===== config.mk =====
export PLATFORM = sky130hd
export DESIGN_NAME = aidpp_codec
export DESIGN_NICKNAME = d
export VERILOG_FILES = /design/src/rtl/aidpp_pkg.sv /design/src/rtl/aidpp_timebase.sv /design/src/rtl/aidpp_tx_enc.sv /design/src/rtl/aidpp_rx_dec.sv /design/src/rtl/aidpp_codec.sv
export SDC_FILE = /design/constraint.sdc
export NUM_CORES = 1
export LEC_CHECK = 0
export BUFFER_PORTS_ARGS = -buffer_cell sky130_fd_sc_hd__buf_2
export CORE_MARGIN = 1.5
export CORE_UTILIZATION = 45
export DETAILED_ROUTE_END_ITERATION = 10
export SLEW_MARGIN = 10
export SYNTH_ARGS = -nofsm -noshare
export SYNTH_HDL_FRONTEND = slang
export SYNTH_SLANG_ARGS = --single-unit

===== constraint.sdc =====
create_clock -name clk -period 3.5 [get_ports clk]
set_input_delay 0 -clock clk [delete_from_list [all_inputs] [get_ports clk]]
set_output_delay 0 -clock clk [all_outputs]
set_load 0.01 [all_outputs]

===== src/rtl/aidpp_pkg.sv =====
package aidpp_pkg;

    localparam int WIN_LEN   = 130;
    localparam int POS_BASE  = 66;
    localparam int POS_STEP  = 20;
    localparam int TOL       = 2;
    localparam int TICW      = 8;
    localparam int NSYM_DEF  = 6;
    localparam int LENW_DEF  = 8;

    typedef logic [1:0] code_t;

    typedef enum logic [2:0] {
        PH_IDLE = 3'd0,
        PH_LEAD = 3'd1,
        PH_WIN  = 3'd2,
        PH_GAP  = 3'd3,
        PH_SIL  = 3'd4
    } phase_e;

    typedef struct packed {
        logic  hit;
        code_t code;
    } match_t;

    function automatic int pos_of(code_t c);
        return POS_BASE + POS_STEP * int'(c);
    endfunction

    function automatic match_t classify(int t);
        match_t m;
        m = '0;
        for (int c = 0; c < 4; c++) begin
            int d;
            d = t - pos_of(code_t'(c));
            if (d >= -TOL && d <= TOL) begin
                m.hit  = 1'b1;
                m.code = code_t'(c);
            end
        end
        return m;
    endfunction

endpackage


===== src/rtl/aidpp_timebase.sv =====
module aidpp_timebase
    import aidpp_pkg::*;
#(
    parameter int NSYM = NSYM_DEF,
    parameter int LENW = LENW_DEF,
    localparam int CNTW = (LENW > TICW) ? LENW : TICW,
    localparam int IDXW = (NSYM > 1) ? $clog2(NSYM) : 1
) (
    input  logic            clk,
    input  logic            rst,
    input  logic            tic_en,
    input  logic            start,
    input  logic [LENW-1:0] lead_len,
    input  logic [LENW-1:0] gap_len,
    input  logic [LENW-1:0] sil_len,
    output phase_e          phase,
    output logic [CNTW-1:0] tic_cnt,
    output logic [IDXW-1:0] sym_idx,
    output logic            accept,
    output logic            win_end,
    output logic            frame_done
);

    logic [LENW-1:0] lead_q, gap_q, sil_q;
    logic            lead_last, gap_last, sil_last, last_sym;

    assign accept    = (phase == PH_IDLE) && start;
    assign win_end   = (phase == PH_WIN) && tic_en && (int'(tic_cnt) == WIN_LEN - 1);
    assign lead_last = (int'(tic_cnt) + 1 == int'(lead_q));
    assign gap_last  = (int'(tic_cnt) + 1 == int'(gap_q));
    assign sil_last  = (int'(tic_cnt) + 1 == int'(sil_q));
    assign last_sym  = (int'(sym_idx) == NSYM - 1);

    always_ff @(posedge clk) begin
        if (rst) begin
            phase      <= PH_IDLE;
            tic_cnt    <= '0;
            sym_idx    <= '0;
            lead_q     <= '0;
            gap_q      <= '0;
            sil_q      <= '0;
            frame_done <= 1'b0;
        end else begin
            frame_done <= 1'b0;
            unique case (phase)
                PH_IDLE: begin
                    if (start) begin
                        lead_q  <= lead_len;
                        gap_q   <= gap_len;
                        sil_q   <= sil_len;
                        tic_cnt <= '0;
                        sym_idx <= '0;
                        phase   <= (lead_len == '0) ? PH_WIN : PH_LEAD;
                    end
                end
                PH_LEAD: begin
                    if (tic_en) begin
                        if (lead_last) begin
                            phase   <= PH_WIN;
                            tic_cnt <= '0;
                        end else begin
                            tic_cnt <= tic_cnt + 1'b1;
                        end
                    end
                end
                PH_WIN: begin
                    if (tic_en) begin
                        if (int'(tic_cnt) == WIN_LEN - 1) begin
                            tic_cnt <= '0;
                            if (last_sym) begin
                                if (sil_q == '0) begin
                                    phase      <= PH_IDLE;
                                    frame_done <= 1'b1;
                                end else begin
                                    phase <= PH_SIL;
                                end
                            end else if (gap_q == '0) begin
                                sym_idx <= sym_idx + 1'b1;
                            end else begin
                                phase <= PH_GAP;
                            end
                        end else begin
                            tic_cnt <= tic_cnt + 1'b1;
                        end
                    end
                end
                PH_GAP: begin
                    if (tic_en) begin
                        if (gap_last) begin
                            phase   <= PH_WIN;
                            tic_cnt <= '0;
                            sym_idx <= sym_idx + 1'b1;
                        end else begin
                            tic_cnt <= tic_cnt + 1'b1;
                        end
                    end
                end
                PH_SIL: begin
                    if (tic_en) begin
                        if (sil_last) begin
                            phase      <= PH_IDLE;
                            tic_cnt    <= '0;
                            frame_done <= 1'b1;
                        end else begin
                            tic_cnt <= tic_cnt + 1'b1;
                        end
                    end
                end
                default: phase <= PH_IDLE;
            endcase
        end
    end

    // no TIC strobe and no start leaves the timebase frozen
    a_r2_hold_without_tic: assert property (@(posedge clk) disable iff (rst)
        (!tic_en && !start) |=> ($stable(tic_cnt) && $stable(phase) && $stable(sym_idx)));

    // end-of-frame flag only appears once the sequencer is idle
    a_r1_done_when_idle: assert property (@(posedge clk) disable iff (rst)
        frame_done |-> (phase == PH_IDLE));

    // a window always restarts its count after the final TIC
    a_r1_window_wrap: assert property (@(posedge clk) disable iff (rst)
        win_end |=> (tic_cnt == '0));

endmodule


===== src/rtl/aidpp_tx_enc.sv =====
module aidpp_tx_enc
    import aidpp_pkg::*;
#(
    parameter int NSYM = NSYM_DEF,
    parameter int CNTW = TICW,
    localparam int IDXW = (NSYM > 1) ? $clog2(NSYM) : 1
) (
    input  logic              clk,
    input  logic              rst,
    input  logic              accept,
    input  logic              tx_mode,
    input  logic [2*NSYM-1:0] tx_codes,
    input  phase_e            phase,
    input  logic [CNTW-1:0]   tic_cnt,
    input  logic [IDXW-1:0]   sym_idx,
    output logic              tx_active,
    output code_t             cur_code,
    output logic              tx_pulse
);

    logic [2*NSYM-1:0] codes_q;
    code_t             code_arr [NSYM];

    generate
        for (genvar g = 0; g < NSYM; g++) begin : g_unpack
            assign code_arr[g] = codes_q[2*g +: 2];
        end
    endgenerate

    always_ff @(posedge clk) begin
        if (rst) begin
            codes_q   <= '0;
            tx_active <= 1'b0;
        end else if (accept) begin
            codes_q   <= tx_codes;
            tx_active <= tx_mode;
        end
    end

    assign cur_code = (int'(sym_idx) < NSYM) ? code_arr[sym_idx] : '0;
    assign tx_pulse = tx_active && (phase == PH_WIN) && (int'(tic_cnt) == pos_of(cur_code));

endmodule


===== src/rtl/aidpp_rx_dec.sv =====
module aidpp_rx_dec
    import aidpp_pkg::*;
#(
    parameter int NSYM = NSYM_DEF,
    parameter int CNTW = TICW,
    localparam int IDXW = (NSYM > 1) ? $clog2(NSYM) : 1
) (
    input  logic            clk,
    input  logic            rst,
    input  logic            clr,
    input  logic            tic_en,
    input  phase_e          phase,
    input  logic [CNTW-1:0] tic_cnt,
    input  logic [IDXW-1:0] sym_idx,
    input  logic            win_end,
    input  logic            line_pulse,
    input  logic            tx_active,
    input  code_t           sent_code,
    output logic            rx_valid,
    output logic            rx_err,
    output code_t           rx_code,
    output logic [IDXW-1:0] rx_index,
    output logic            collision
);

    logic [1:0] hits, nxt_hits;
    logic       stray, nxt_stray;
    code_t      code_acc, nxt_code;
    match_t     m;
    logic       sample, take_hit, win_ok, sil_hit;

    assign sample    = tic_en && line_pulse && (phase == PH_WIN);
    assign m         = classify(int'(tic_cnt));
    assign take_hit  = sample && m.hit;
    assign nxt_hits  = (take_hit && hits != 2'd2) ? hits + 2'd1 : hits;
    assign nxt_stray = stray | (sample && !m.hit);
    assign nxt_code  = take_hit ? m.code : code_acc;
    assign win_ok    = (nxt_hits == 2'd1) && !nxt_stray;
    assign sil_hit   = tic_en && line_pulse && (phase == PH_SIL);

    always_ff @(posedge clk) begin
        if (rst) begin
            hits      <= '0;
            stray     <= 1'b0;
            code_acc  <= '0;
            rx_valid  <= 1'b0;
            rx_err    <= 1'b0;
            rx_code   <= '0;
            rx_index  <= '0;
            collision <= 1'b0;
        end else begin
            rx_valid <= 1'b0;
            rx_err   <= 1'b0;
            if (clr) begin
                hits      <= '0;
                stray     <= 1'b0;
                collision <= 1'b0;
            end else if (win_end) begin
                rx_valid <= win_ok;
                rx_err   <= !win_ok;
                rx_index <= sym_idx;
                if (win_ok) begin
                    rx_code <= nxt_code;
                end
                if (tx_active && (!win_ok || nxt_code != sent_code)) begin
                    collision <= 1'b1;
                end
                hits  <= '0;
                stray <= 1'b0;
            end else begin
                hits     <= nxt_hits;
                stray    <= nxt_stray;
                code_acc <= nxt_code;
                if (tx_active && sil_hit) begin
                    collision <= 1'b1;
                end
            end
        end
    end

    // a window yields either a decode or an error, never both
    a_r5_one_outcome: assert property (@(posedge clk) disable iff (rst)
        !(rx_valid && rx_err));

    // results only follow a TIC consumed inside a window
    a_r4_after_window: assert property (@(posedge clk) disable iff (rst)
        (rx_valid || rx_err) |-> $past(phase == PH_WIN && tic_en));

    // an error window leaves the held value alone
    a_r5_code_kept: assert property (@(posedge clk) disable iff (rst)
        rx_err |-> $stable(rx_code));

    // collision is sticky until a new frame is accepted
    a_r7_sticky: assert property (@(posedge clk) disable iff (rst)
        (collision && !clr) |=> collision);

    // a receive-only frame never raises collision
    a_r8_tx_only: assert property (@(posedge clk) disable iff (rst)
        $rose(collision) |-> $past(tx_active));

endmodule


===== src/rtl/aidpp_codec.sv =====
module aidpp_codec
    import aidpp_pkg::*;
#(
    parameter int NSYM = NSYM_DEF,
    parameter int LENW = LENW_DEF,
    localparam int CNTW = (LENW > TICW) ? LENW : TICW,
    localparam int IDXW = (NSYM > 1) ? $clog2(NSYM) : 1
) (
    input  logic              clk,
    input  logic              rst,
    input  logic              tic_en,
    input  logic              start,
    input  logic              tx_mode,
    input  logic [2*NSYM-1:0] tx_codes,
    input  logic [LENW-1:0]   lead_len,
    input  logic [LENW-1:0]   gap_len,
    input  logic [LENW-1:0]   sil_len,
    input  logic              line_pulse,
    output logic              tx_pulse,
    output logic              busy,
    output logic              rx_valid,
    output logic              rx_err,
    output logic [1:0]        rx_code,
    output logic [IDXW-1:0]   rx_index,
    output logic              collision,
    output logic              frame_done
);

    phase_e          phase;
    logic [CNTW-1:0] tic_cnt;
    logic [IDXW-1:0] sym_idx;
    logic            accept, win_end, tx_active;
    code_t           cur_code;

    aidpp_timebase #(.NSYM(NSYM), .LENW(LENW)) u_tb (
        .clk(clk), .rst(rst), .tic_en(tic_en), .start(start),
        .lead_len(lead_len), .gap_len(gap_len), .sil_len(sil_len),
        .phase(phase), .tic_cnt(tic_cnt), .sym_idx(sym_idx),
        .accept(accept), .win_end(win_end), .frame_done(frame_done)
    );

    aidpp_tx_enc #(.NSYM(NSYM), .CNTW(CNTW)) u_enc (
        .clk(clk), .rst(rst), .accept(accept), .tx_mode(tx_mode),
        .tx_codes(tx_codes), .phase(phase), .tic_cnt(tic_cnt),
        .sym_idx(sym_idx), .tx_active(tx_active), .cur_code(cur_code),
        .tx_pulse(tx_pulse)
    );

    aidpp_rx_dec #(.NSYM(NSYM), .CNTW(CNTW)) u_dec (
        .clk(clk), .rst(rst), .clr(accept), .tic_en(tic_en), .phase(phase),
        .tic_cnt(tic_cnt), .sym_idx(sym_idx), .win_end(win_end),
        .line_pulse(line_pulse), .tx_active(tx_active), .sent_code(cur_code),
        .rx_valid(rx_valid), .rx_err(rx_err), .rx_code(rx_code),
        .rx_index(rx_index), .collision(collision)
    );

    assign busy = (phase != PH_IDLE);

    // an encoded pulse lasts exactly one TIC
    a_r3_single_tic: assert property (@(posedge clk) disable iff (rst)
        (tx_pulse && tic_en) |=> !tx_pulse);

    // a start while busy does not disturb the running frame
    a_r1_busy_start: assert property (@(posedge clk) disable iff (rst)
        (start && busy && !tic_en) |=> busy);

    // nothing is reported while idle
    a_r9_quiet_idle: assert property (@(posedge clk) disable iff (rst)
        (!busy && !$past(busy)) |-> (!rx_valid && !rx_err && !tx_pulse));

endmodule


==> metrics <==
total CTS buffers=9; post-synth top area share=0.311; largest net degree at the start of global routing=59; met3 GRT Util=0.0309; r2r worst-path depth=9; io pins=53; total power=2300 uW; die area=0.00990 mm^2; Tot GR Track Use=0.232; Min Clock Period, post-route=2.99 ns; share of layout cells above drive strength 1=0.160; I/O Buffers=52; initial core utilization=0.458; Post-DRT Antenna Nets=0; Total Routed Length=10.9 mm; clk slew on worst S/H paths=0.09 ns; Final Hold Vio Count=0; TritonCTS clock tree=done; hold crit path type=in -> reg; GRT met2 Usage=0.380; EDFF count, synth=0; CP endpoint kind=flip-flop; Cell Pwr Density=453 mW/mm^2; vias per inst=5.54; Synth Area in Adders=0.0299; Die Wd=99.5 um; Worst Setup SP=u_tb.tic_cnt[2]; vias=3913; grt peak-use layer=met2; via count of the first global-routing pass=3796; final setup margin=0.509 ns; Post-route DRC=0; part of the cycle the worst path needs=0.855; Die Ht=99.5 um; worst r2r dst=u_dec.collision; Rows=35; most frequent cells after synthesis=104 x nand2_1, 65 x dfxtp_1, 57 x a21oi_1; status=finished, final reports clean; crit start category=flip-flop; DR WL/cell=15.4 um; Sink Count=65; worst hold path depth=4; Setup Crit Path Kind=reg -> reg; Worst R2R Start=u_tb.tic_cnt[2]; Critical Path RT=3.74 ns; RSZ-0062 raised after global routing=no; crit path max-delay cell type=dfxtp_1; Synth Area per Inst=8.04 um^2; Place WS=0.573 ns; Simple-Gate Fraction of Synth Area=0.256; relative slew slack=0.565; Cell Area, Synth=0.00419 mm^2; diodes inserted=0; Compound-Gate Fraction of Synth Area=0.196; Root Buffer=clkbuf_8; Arr. time, crit path=3.23 ns; final layout net count=642; max incr delay on CP=0.53 ns; maximum vdd drop=0.331 mV; fillcell total=848; most used flip-flop cell after synthesis=dfxtp_1; met1 usage=0.305; largest family of logic cells by synthesized area=simple AND/OR/NAND/NOR gates; Synth warnings=0; worst slew pin tran=0.652 ns; register bit total from synthesis=65; CP max FO=10; Final TNS setup=0 ns; Multi-input gate area=0.00267 mm^2; post-synthesis sequential area ratio=0.311; post-synth net total=573; DR iter-0 viols=159; Max Slew Vio Count=0; Max-Cap Viols=0; Finish-stage setup viols=0; Leak=0.00204 uW; Fin Clk Skew=0.0138 ns; register area=0.00130 mm^2; fmax=334 MHz; worst path cell trace=ha_1, a31oi_1, or3b_2, a211oi_1, a31o_2, o21ai_0, a22oi_1, xor2_1, o41a_1; clock tree buffer depth=2; Yosys cell types=68; hold slack=0.0461 ns; Layout area overhead=21.1%; Core Region=0.00915 mm^2; Synth Instances=521; dpl hpwl=7.56 mm; Post-Synth XOR/XNOR Area=0.125; crit path buf inv count=0; Setup crit end=u_dec.collision; H-Tree Depth=3; Synth area leaders=dfxtp_1 31%, nand2_1 9.3%, xnor3_1 7.5%; Overflow after GRT=0; gp weighted congestion=0.864; post-synth top area cell=dfxtp_1; initial antenna violation count=0; number of detailed-route iterations in the first pass=5; worst skew pair latency=0.35 ns; top-count cell post-synth=nand2_1; postcts setup bufs=0; first-pass GRT wire length=18.2 mm; cell family with most CP delay=compound AO/OA/AOI/OAI gates; cell depth of the worst setup path=9; post-synthesis mux area share=0.0299; # resized after CTS=0; flop-to-flop setup slack=0.51 ns; Post-synth ARST share=0
-- layout by cell type, fill, tap and decap left out, drive strengths merged, types with 11 or more instances in the layout --
cell / count
xnor3: 14
o21ai: 13
nor2: 30
nand2b: 11
dlygate4sd3: 37
dfxtp: 65
nand2: 105
a21oi: 57
inv: 12
buf: 64
nor3: 13
xnor2: 13
-- per-stage QoR --
step,std cells,instance area [um^2],utilization
2_1_floorplan,521,4190,-
3_3_place_gp,653,4500,0.491
3_5_place_dp,653,4500,0.491
4_1_cts,706,5070,0.554
5_1_grt,706,5070,0.554
6_report,706,5070,0.554
-- sequential cells by signal, indices dropped and copies added, names as in the netlist, 2 cells and up --
| name | flops |
|---|---|
| u_tb.lead_q | 8 |
| u_dec.rx_code | 2 |
| u_tb.tic_cnt | 8 |
| u_tb.gap_q | 8 |
| u_tb.sil_q | 8 |
| u_dec.rx_index | 3 |
| u_dec.code_acc | 2 |
| u_dec.hits | 2 |
| u_enc.codes_q | 12 |
| u_tb.sym_idx | 3 |
| u_tb.phase | 3 |
-- tightest hold or removal path, stage by stage --
cell and delay (ns):
buf_2 0.09, nand2_1 0.10, nand2_1 0.09, a21oi_1 0.05
-- worst min-delay path by stage --
stage	startpoint	endpoint	slack [ns]
after floorplan	tx_codes[0]	u_enc.codes_q[0]	0.14
after global placement	tx_codes[11]	u_enc.codes_q[11]	0.24
after detailed placement	tx_codes[11]	u_enc.codes_q[11]	0.25
after CTS	start	u_enc.tx_active	0.03
after global routing	tic_en	u_tb.frame_done	0.06
final	start	u_enc.tx_active	0.05
-- layout make-up --
type	instances	share of cell area
clock buffers	10	0.0271
flip-flops and latches	65	0.257
inverters	11	0.00814
repair buffers	101	0.142
multi-input cells	402	0.526
clock inverters	6	0.0131
well taps	111	0.0274
-- power breakdown --
part	total (uW)	switching [uW]	internal (uW)
Clock	665	315	349
Sequential	929	98.3	831
Combinational	705	384	321
Total	2300	798	1500
-- what timing repair did --
action                     in CTS  in global routing
hold endpoints to repair       37                  0
hold buffers                   37                  0
setup endpoints to repair       0                  0
-- layer usage --
metal	share of wire	up-vias	wire (um)
met2	0.46	103	5050
met1	0.47	1822	5060
met4	0.030	0	331
li1	-	1963	-
met3	0.039	25	421
met5	0	-	0
-- logic make-up (layout without fill, tap and decap cells) --
group / Yosys count / count (layout)
xor+xnor: 36 / 36
flops: 65 / 65
compound gates: 124 / 124
fa+ha+maj: 10 / 10
buf+inv: 54 / 128
mux: 10 / 10
simple gates: 222 / 222
Note: power is estimated with default switching activity, not from simulation.
